==> src/rtl/pwm_dual_cmp_pkg.sv <==
package pwm_dual_cmp_pkg;

  // Action applied to the output latch on a given cycle
  typedef enum logic [1:0] {
    LAT_HOLD = 2'd0,
    LAT_SET  = 2'd1,
    LAT_CLR  = 2'd2
  } lat_act_e;

endpackage

==> src/rtl/pwm_prescaler.sv <==
module pwm_prescaler #(
  parameter int NUM_TAPS = 7,
  parameter int SEL_W    = 3
) (
  input  logic             clk,
  input  logic             rst_n,
  input  logic             run,
  input  logic [SEL_W-1:0] sel,
  output logic             tick
);

  localparam logic [SEL_W-1:0] MAX_SEL = SEL_W'(NUM_TAPS - 1);

  logic [NUM_TAPS-1:0] div_q;
  logic [NUM_TAPS-1:0] div_d;
  logic [NUM_TAPS-1:0] tap_hit;
  logic [SEL_W-1:0]    eff_sel;

  // Tap g fires once every 2^(g+1) cycles
  for (genvar g = 0; g < NUM_TAPS; g++) begin : g_tap
    assign tap_hit[g] = &div_q[g:0];
  end

  always_comb begin
    eff_sel = (sel > MAX_SEL) ? MAX_SEL : sel;
    tick    = run && tap_hit[eff_sel];
    div_d   = run ? div_q + 1'b1 : '0;
  end

  always_ff @(posedge clk or negedge rst_n) begin
    if (!rst_n) begin
      div_q <= '0;
    end else begin
      div_q <= div_d;
    end
  end

  // The smallest division is 2, so two ticks never arrive back to back
  p_tick_spacing_r2: assert property (@(posedge clk) disable iff (!rst_n)
    tick |=> !tick);

endmodule

==> src/rtl/pwm_counter.sv <==
module pwm_counter #(
  parameter int CNT_W = 16
) (
  input  logic             clk,
  input  logic             rst_n,
  input  logic             run,
  input  logic             tick,
  input  logic             wr_cm0,
  input  logic             wr_cm1,
  input  logic [CNT_W-1:0] wr_data,
  output logic             hit0,
  output logic             hit1,
  output logic             irq0,
  output logic             irq1
);

  logic [CNT_W-1:0] cnt_q, cnt_d;
  logic [CNT_W-1:0] sh0_q, sh0_d, sh1_q, sh1_d;
  logic [CNT_W-1:0] cm0_q, cm0_d, cm1_q, cm1_d;
  logic             load;

  always_comb begin
    hit0  = tick && (cnt_q == cm0_q);
    hit1  = tick && (cnt_q == cm1_q);
    cnt_d = cnt_q;
    if (!run) begin
      cnt_d = '0;
    end else if (tick) begin
      cnt_d = hit0 ? '0 : cnt_q + 1'b1;
    end
    sh0_d = wr_cm0 ? wr_data : sh0_q;
    sh1_d = wr_cm1 ? wr_data : sh1_q;
    load  = !run || hit0;
    cm0_d = load ? sh0_q : cm0_q;
    cm1_d = load ? sh1_q : cm1_q;
  end

  always_ff @(posedge clk or negedge rst_n) begin
    if (!rst_n) begin
      cnt_q <= '0;
      sh0_q <= '0;
      sh1_q <= '0;
      cm0_q <= '0;
      cm1_q <= '0;
      irq0  <= 1'b0;
      irq1  <= 1'b0;
    end else begin
      cnt_q <= cnt_d;
      sh0_q <= sh0_d;
      sh1_q <= sh1_d;
      cm0_q <= cm0_d;
      cm1_q <= cm1_d;
      irq0  <= hit0;
      irq1  <= hit1;
    end
  end

  p_count_step_r3: assert property (@(posedge clk) disable iff (!rst_n)
    (run && tick && !hit0) |=> (cnt_q == $past(cnt_q) + 1'b1));

  p_count_bound_r3: assert property (@(posedge clk) disable iff (!rst_n)
    run |-> (cnt_q <= cm0_q));

  p_buffer_hold_r7: assert property (@(posedge clk) disable iff (!rst_n)
    (run && !hit0) |=> ($stable(cm0_q) && $stable(cm1_q)));

  p_irq_pulse_r6: assert property (@(posedge clk) disable iff (!rst_n)
    irq0 |=> !irq0);

endmodule

==> src/rtl/pwm_out_latch.sv <==
module pwm_out_latch
  import pwm_dual_cmp_pkg::*;
(
  input  logic clk,
  input  logic rst_n,
  input  logic run,
  input  logic set_i,
  input  logic clr_i,
  input  logic polarity,
  output logic pwm_out
);

  lat_act_e act;
  logic     lat_q, lat_d;

  always_comb begin
    if (clr_i)      act = LAT_CLR;
    else if (set_i) act = LAT_SET;
    else            act = LAT_HOLD;
    case (act)
      LAT_SET: lat_d = 1'b1;
      LAT_CLR: lat_d = 1'b0;
      default: lat_d = lat_q;
    endcase
    if (!run) lat_d = 1'b0;
    pwm_out = lat_q ^ polarity;
  end

  always_ff @(posedge clk or negedge rst_n) begin
    if (!rst_n) begin
      lat_q <= 1'b0;
    end else begin
      lat_q <= lat_d;
    end
  end

  p_clear_wins_r4: assert property (@(posedge clk) disable iff (!rst_n)
    (set_i && clr_i) |=> !lat_q);

  p_idle_inactive_r1: assert property (@(posedge clk) disable iff (!rst_n)
    !run |=> !lat_q);

endmodule

==> src/rtl/pwm_dual_cmp.sv <==
module pwm_dual_cmp #(
  parameter int CNT_W    = 16,
  parameter int NUM_TAPS = 7,
  parameter int SEL_W    = 3
) (
  input  logic             clk,
  input  logic             rst_n,
  input  logic             tmr_enable,
  input  logic             timer_mode,
  input  logic             out_polarity,
  input  logic [SEL_W-1:0] presc_sel,
  input  logic             wr_cm0,
  input  logic             wr_cm1,
  input  logic [CNT_W-1:0] wr_data,
  output logic             irq_cm0,
  output logic             irq_cm1,
  output logic             pwm_out
);

  logic run;
  logic tick;
  logic hit0, hit1;

  assign run = tmr_enable && !timer_mode;

  pwm_prescaler #(.NUM_TAPS(NUM_TAPS), .SEL_W(SEL_W)) u_presc (
    .clk  (clk),
    .rst_n(rst_n),
    .run  (run),
    .sel  (presc_sel),
    .tick (tick)
  );

  pwm_counter #(.CNT_W(CNT_W)) u_cnt (
    .clk    (clk),
    .rst_n  (rst_n),
    .run    (run),
    .tick   (tick),
    .wr_cm0 (wr_cm0),
    .wr_cm1 (wr_cm1),
    .wr_data(wr_data),
    .hit0   (hit0),
    .hit1   (hit1),
    .irq0   (irq_cm0),
    .irq1   (irq_cm1)
  );

  pwm_out_latch u_lat (
    .clk     (clk),
    .rst_n   (rst_n),
    .run     (run),
    .set_i   (hit0),
    .clr_i   (hit1),
    .polarity(out_polarity),
    .pwm_out (pwm_out)
  );

  p_idle_quiet_r1: assert property (@(posedge clk) disable iff (!rst_n)
    !run |=> (!irq_cm0 && !irq_cm1));

endmodule

==> config.mk <==
export PLATFORM = sky130hd
export DESIGN_NAME = pwm_dual_cmp
export DESIGN_NICKNAME = d
export VERILOG_FILES = /design/src/rtl/pwm_dual_cmp_pkg.sv /design/src/rtl/pwm_prescaler.sv /design/src/rtl/pwm_counter.sv /design/src/rtl/pwm_out_latch.sv /design/src/rtl/pwm_dual_cmp.sv
export SDC_FILE = /design/constraint.sdc
export NUM_CORES = 1
export LEC_CHECK = 0
export BUFFER_PORTS_ARGS = -buffer_cell sky130_fd_sc_hd__buf_2
export CAP_MARGIN = 0
export CORE_MARGIN = 2
export CORE_UTILIZATION = 65
export CTS_CLUSTER_DIAMETER = 50
export DETAILED_ROUTE_END_ITERATION = 6
export GPL_TIMING_DRIVEN = 0
export MAX_ROUTING_LAYER = met4
export PLACE_DENSITY = 0.85
export SLEW_MARGIN = 20
export SYNTH_ARGS = -nofsm -noshare
export SYNTH_HDL_FRONTEND = slang
export SYNTH_SLANG_ARGS = --single-unit
==> constraint.sdc <==
create_clock -name clk -period 3.8 [get_ports clk]
set_clock_uncertainty 0.1 [all_clocks]
set_input_delay 0.19 -clock clk [delete_from_list [all_inputs] [get_ports clk]]
set_output_delay 0.19 -clock clk [all_outputs]
set_load 0.05 [all_outputs]
== After elaboration in Yosys (flattened, before gate mapping) ==
Index checks and enable logic that the tools add are counted.

* Bits in writable memories: 0
* Logic and storage cells: 44
* Output and inout bits: 3
* Memories kept: 0
* Bits in latches: 0
* Bits of input ports: 26
* Memory bits (read-only): 0
* Register bits: 90

* Div/mod/pow operators: 0
* Magnitude comparators: 2
* Mux-type cells: 11
* Bitwise operators: 1
* Reduce and logical (&&, ||, !) cells: 13
* Add/sub/neg operators: 2
* Shifts and indexed selects: 0
* Multipliers: 0
* Equality and inequality tests: 6

{| class="wikitable"
|+ Operators by type and width
! cell !! number
|-
| $mux 16 || 3
|-
| $eq 16x16->1 || 2
|-
| $add 16x1->16 const B || 1
|-
| $add 7x1->7 const B || 1
|-
| $mux 7 || 1
|-
| $reduce_and 7->1 || 1
|-
| $reduce_and 6->1 || 1
|-
| $reduce_and 5->1 || 1
|-
| $logic_and 1x1->1 || 4
|-
| $lt 3x4->1 const B || 1
|-
| $reduce_and 4->1 || 1
|-
| $bmux 1 s3 || 1
|-
| $gt 3x3->1 const B || 1
|-
| $mux 1 || 3
|-
| $mux 3 || 1
|-
| $ne 3x1->1 const B || 1
|-
| $reduce_and 3->1 || 1
|-
| $eq 2x1->1 const B || 1
|-
| $eq 2x2->1 const B || 1
|-
| $logic_not 1->1 || 2
|-
| $mux 2 || 1
|-
| $ne 2x2->1 const B || 1
|-
| $pmux 1 s2 || 1
|-
| $reduce_and 2->1 || 1
|-
| other kinds (2) || 2
|}

== Longest topological paths before layout ==
* Depth after elaboration: 11
* Gate-level depth with buffers: 11

== Hierarchy ==
Synthesis repeated with hierarchy kept, for this count alone.

* Cell total of the unflattened synthesis: 327
* Area total of the unflattened synthesis: 4122.7 um^2

{| class="wikitable"
|+ Modules (own cells, without submodules)
! module !! area an instance (um^2) !! cells each !! sequential area each (um^2) !! times used
|-
| pwm_counter || 3661.0 || 282 || 2052.0 || 1
|-
| pwm_prescaler || 397.9 || 40 || 175.2 || 1
|-
| pwm_out_latch || 50.0 || 4 || 25.0 || 1
|-
| pwm_dual_cmp || 13.8 || 1 || 0.0 || 1
|}

== Worst setup path after synthesis ==
OpenSTA, ideal clock, no wires.

* Kind: register to register
* Start: reg u_presc.div_q[0]
* End: reg u_cnt.cm0_q[10]
* Data required time: 3575 ps
* Period minus slack after synthesis: 2356 ps
* Library setup time: 125 ps
* Cell stages (with the launch flop): 11
* Setup slack: 1444 ps
* Arrival: 2131 ps
* Path buffers: 1
* Cell sequence: dfrtp_1 ha_1 nand3_2 inv_1 ha_1 nand3b_1 o21ai_2 o32ai_4 o21ai_4 buf_12 mux2_4

* Longest elaborated chain between the ends: 6

{| class="wikitable"
|+ RTL lines
! what !! line !! RTL
|-
| from (decl) || pwm_prescaler.sv:14 || <nowiki>logic [NUM_TAPS-1:0] div_q;</nowiki>
|-
| from (signal assigned) || pwm_prescaler.sv:34 || <nowiki>div_q <= div_d;</nowiki>
|-
| $reduce_and 7->1 (tied with other cells) || pwm_prescaler.sv:21 || <nowiki>assign tap_hit[g] = &div_q[g:0];</nowiki>
|-
| $bmux 1 s3 * || pwm_prescaler.sv:26 || <nowiki>tick = run && tap_hit[eff_sel];</nowiki>
|-
| $mux 1 (implied by the code) * || pwm_prescaler.sv:26 ||
|-
| $logic_and 1x1->1 * || pwm_prescaler.sv:26 ||
|-
| $logic_and 1x1->1 * || pwm_counter.sv:23 || <nowiki>hit0 = tick && (cnt_q == cm0_q);</nowiki>
|-
| $logic_or 1x1->1 * || pwm_counter.sv:33 || <nowiki>load = !run || hit0;</nowiki>
|-
| to (signal assigned) || pwm_counter.sv:51 || <nowiki>cm0_q <= cm0_d;</nowiki>
|-
| to (decl) || pwm_counter.sv:19 || <nowiki>logic [CNT_W-1:0] cm0_q, cm0_d, cm1_q, cm1_d;</nowiki>
|}

Mark *: on every way between the ends. The rest lies on a longest branch, timed or not. The select of a mux whose other input is x is not followed.
A chain may end at the register's enable or synchronous reset.

== Final worst setup path ==
* Start: reg u_presc.div_q[0]
* End: reg u_cnt.cm0_q[15]

The elaborated chain is that of the path after synthesis.

==> summary.md <==
| Metric | Value |
|---|---|
| Outcome | finished clean |
| Global-route wire length before repair | approximately 14000 µm |
| Maximum clock insertion buffer count | 2 |
| Final worst path period share | 69.8% |
| Cell row count | 29 |
| H-tree depth | 3 |
| Critical Path Start Type | register |
| DRT iter0 DRCs | between 150 and 200 |
| Worst hold slack | 0.0404 ns |
| Highest routed layer | met4 |
| Hold path endpoint | u_cnt.sh1_q[15] |
| Placer Congestion | between 0.8 and 0.9 |
| Die area | about 7400 µm² |
| Sequential-to-total area share from yosys stat | approximately half |
| Max Cap Viol | 0 |
| Total GRT Usage | between 20% and 30% |
| DR pass1 iterations | 4 |
| Initial antenna violation count | 0 |
| Highest Clock Rate | approximately 380 MHz |
| Drt wl/cell | roughly 19 µm |
| Flop2flop setup slack | 1.15 ns |
| Count of different cell masters after synthesis | between 40 and 50 |
| Detailed placer's ending HPWL | 5790 µm |
| Die Span X | between 80 and 90 µm |
| Initial Util | about two thirds |
| Max IR drop VDD | 0.421 mV |
| R2r startpoint | u_presc.div_q[0] |
| Area growth syn-to-layout | 13.4% |
| Measured slew at the worst slew-check pin | 0.647 ns |
| R2r worst-path depth | 10 |
| GRT overflow | 0 |
| Hold WC Path Type | input pin to register |
| Largest net degree at the start of global routing | 52 |
| Relative slew slack | a little under three fifths |
| P per Cell Area | about 390 nW/µm² |
| Net Count, Synth | about 350 |
| Worst R2R End | u_cnt.cm0_q[15] |
| ANT nets after route | 0 |
| Final net count | roughly 400 |
| CP required | 3.94 ns |
| Number of port buffers | 26 |
| DR WL met3 | between 300 and 400 µm |
| Most common cell in the netlist | dfrtp_1 |
| DR DRC count | 0 |
| Die H | between 80 and 90 µm |
| Vias post-DR | 2762 |
| M1 wire length | approximately 3800 µm |
| Worst hold path startpoint | wr_data[15] |
| Num CTS Buffers | 9 |
| Final setup vio count | 0 |
| Post-synthesis cell area | 4380 µm² |
| Seq cells post-synth | 90 |
| Synth Warn # | 0 |
| WL final | about 8500 µm |
| Largest cells by area after synthesis | dfrtp_1 (51%), mux2_2 (9.5%), mux2_4 (9.3%) |
| Vias in the first global route | 2747 |
| Setup tns final | 0 ns |
| Synth top area share | between 50% and 60% |
| Cell taking the most area after synthesis | dfrtp_1 |
| Ys flop type | dfrtp_1 |
| Share of cells above drive strength 1 | approximately a third |
| Synth top cells by count | dfrtp_1 (90), mux2_2 (37), xor2_1 (35), mux2_4 (27), a21oi_1 (14) |
| Post-CTS Setup Bufs | 0 |
| Unrepaired setup endpoints after global routing | false |
| Crit end category | register |
| Crit-path max FO | 10 |
| Worst-Skew Late Latency | between 0.3 and 0.4 ns |
| Slew Limit Fails | 0 |
| Leak | roughly 2.3 nW |
| TritonCTS clock tree | built |
| ANT cells | 0 |
| Mapped Avg Cell Area | roughly 14 µm² |
| Crit path arrival time | around 2.8 ns |
| Syn Inst Count | between 300 and 400 |
| Clk root buf | clkbuf_8 |
| Kind of critical path | register to register |
| Tmin final | 2.65 ns |
| Worst hold path depth | 2 |
| Number of enable flip-flop cells after synthesis | 0 |
| Final hold violations | 0 |
| # IOs | 29 |
| Met2 wire len | about 4300 µm |
| Clock Sinks | 90 |
| Asr flop ratio synth | between 90% and 100% |
| Worst-path clk slew | about 0.09 ns |
| Post_cts resized | 0 |
| Core Box Area | about 6400 µm² |
| Cts hold-fix bufs | 16 |
| Vias/cell | 6.00 |
-- cell families (layout without fill, tap and decap cells) --
family	after synthesis	count (layout)	synth area share (%)
flops	90	90	51.4
simple gates	70	70	11.3
mux	65	65	19.0
compound gates	37	37	6.34
xor+xnor	36	36	7.20
buf+inv	22	81	3.66
fa+ha+maj	4	4	1.14
-- where the power goes --
part	switching, mW	internal [mW]	leakage [nW]	total [mW]
clock	0.341	0.237	0.0891	0.578
sequential	0.0635	1.04	1.11	1.10
combinational	0.119	0.153	1.05	0.272
total	0.524	1.43	2.25	1.95
-- registers in the layout (all words and copies together), names as in the netlist --
register       flops
u_cnt.sh0_q       16
u_cnt.irq1         1
u_lat.lat_q        1
u_cnt.cnt_q       16
u_presc.div_q      7
u_cnt.irq0         1
u_cnt.sh1_q       16
u_cnt.cm0_q       16
u_cnt.cm1_q       16
-- through the flow --
stage,power [mW],area (µm²),instances,util [%],setup WS (ns)
finish,1.95,4970,460,77.3,1.15
global route,2.03,4970,460,77.3,0.956
CTS,1.96,4970,460,77.3,1.16
detailed placement,1.38,4640,428,72.2,1.17
global placement,1.36,4610,427,71.7,1.20
floorplan,1.28,4380,324,-,1.44
-- placed cells by master (no fill, tap or decap), types with 4 or more instances in the layout --
master / n
dfrtp_1: 90
mux2_2: 37
xor2_1: 35
buf_2: 30
mux2_4: 27
dlygate4sd3_1: 16
a21oi_1: 14
clkbuf_8: 9
nand2_1: 8
o31ai_1: 8
or4_1: 8
nand4_1: 6
nand3_1: 6
inv_1: 5
clkbuf_1: 5
nor2_1: 5
nand3b_1: 4
o21ai_0: 4
nor4_1: 4
ha_1: 4
clkinv_2: 4
-- metal layers --
metal	track usage, %	vias up
met1	34.6	1401
met4	6.93	0
met3	5.20	12
met2	40.1	73
li1	-	1276
met5	-	-
-- area by class of cell --
type	count	area, µm²
plain buffers	17	141
clock buffers	9	124
clock inverters	7	45.0
fillers	383	1460
inverters	5	18.8
multi-input cells	212	1970
flip-flops and latches	90	2250
well taps	77	96.3
repair buffers	43	320
-- critical path, cell delays in order (launching register included) --
cell      delay, ns
dfrtp_1        0.42
ha_1           0.26
nand3_2        0.12
inv_1          0.07
ha_1           0.19
nand3b_1       0.09
o21ai_2        0.09
o32ai_4        0.46
o21ai_4        0.21
buf_12         0.23
mux2_4         0.29
-- how the worst max path moves through the flow --
| stage | slack (ns) | cells past startpoint | startpoint | to |
|---|---|---|---|---|
| after global routing | 0.96 | 11 | u_presc.div_q[0] | u_cnt.cnt_q[14] |
| after detailed placement | 1.17 | 10 | u_presc.div_q[0] | u_cnt.cm0_q[6] |
| after CTS | 1.16 | 10 | u_presc.div_q[0] | u_cnt.cm0_q[15] |
| final | 1.15 | 10 | u_presc.div_q[0] | u_cnt.cm0_q[15] |
| after global placement | 1.20 | 10 | u_presc.div_q[0] | u_cnt.cm0_q[8] |
| after floorplan | 1.44 | 10 | u_presc.div_q[0] | u_cnt.cm0_q[10] |
Note: power is estimated with default switching activity, not from simulation.
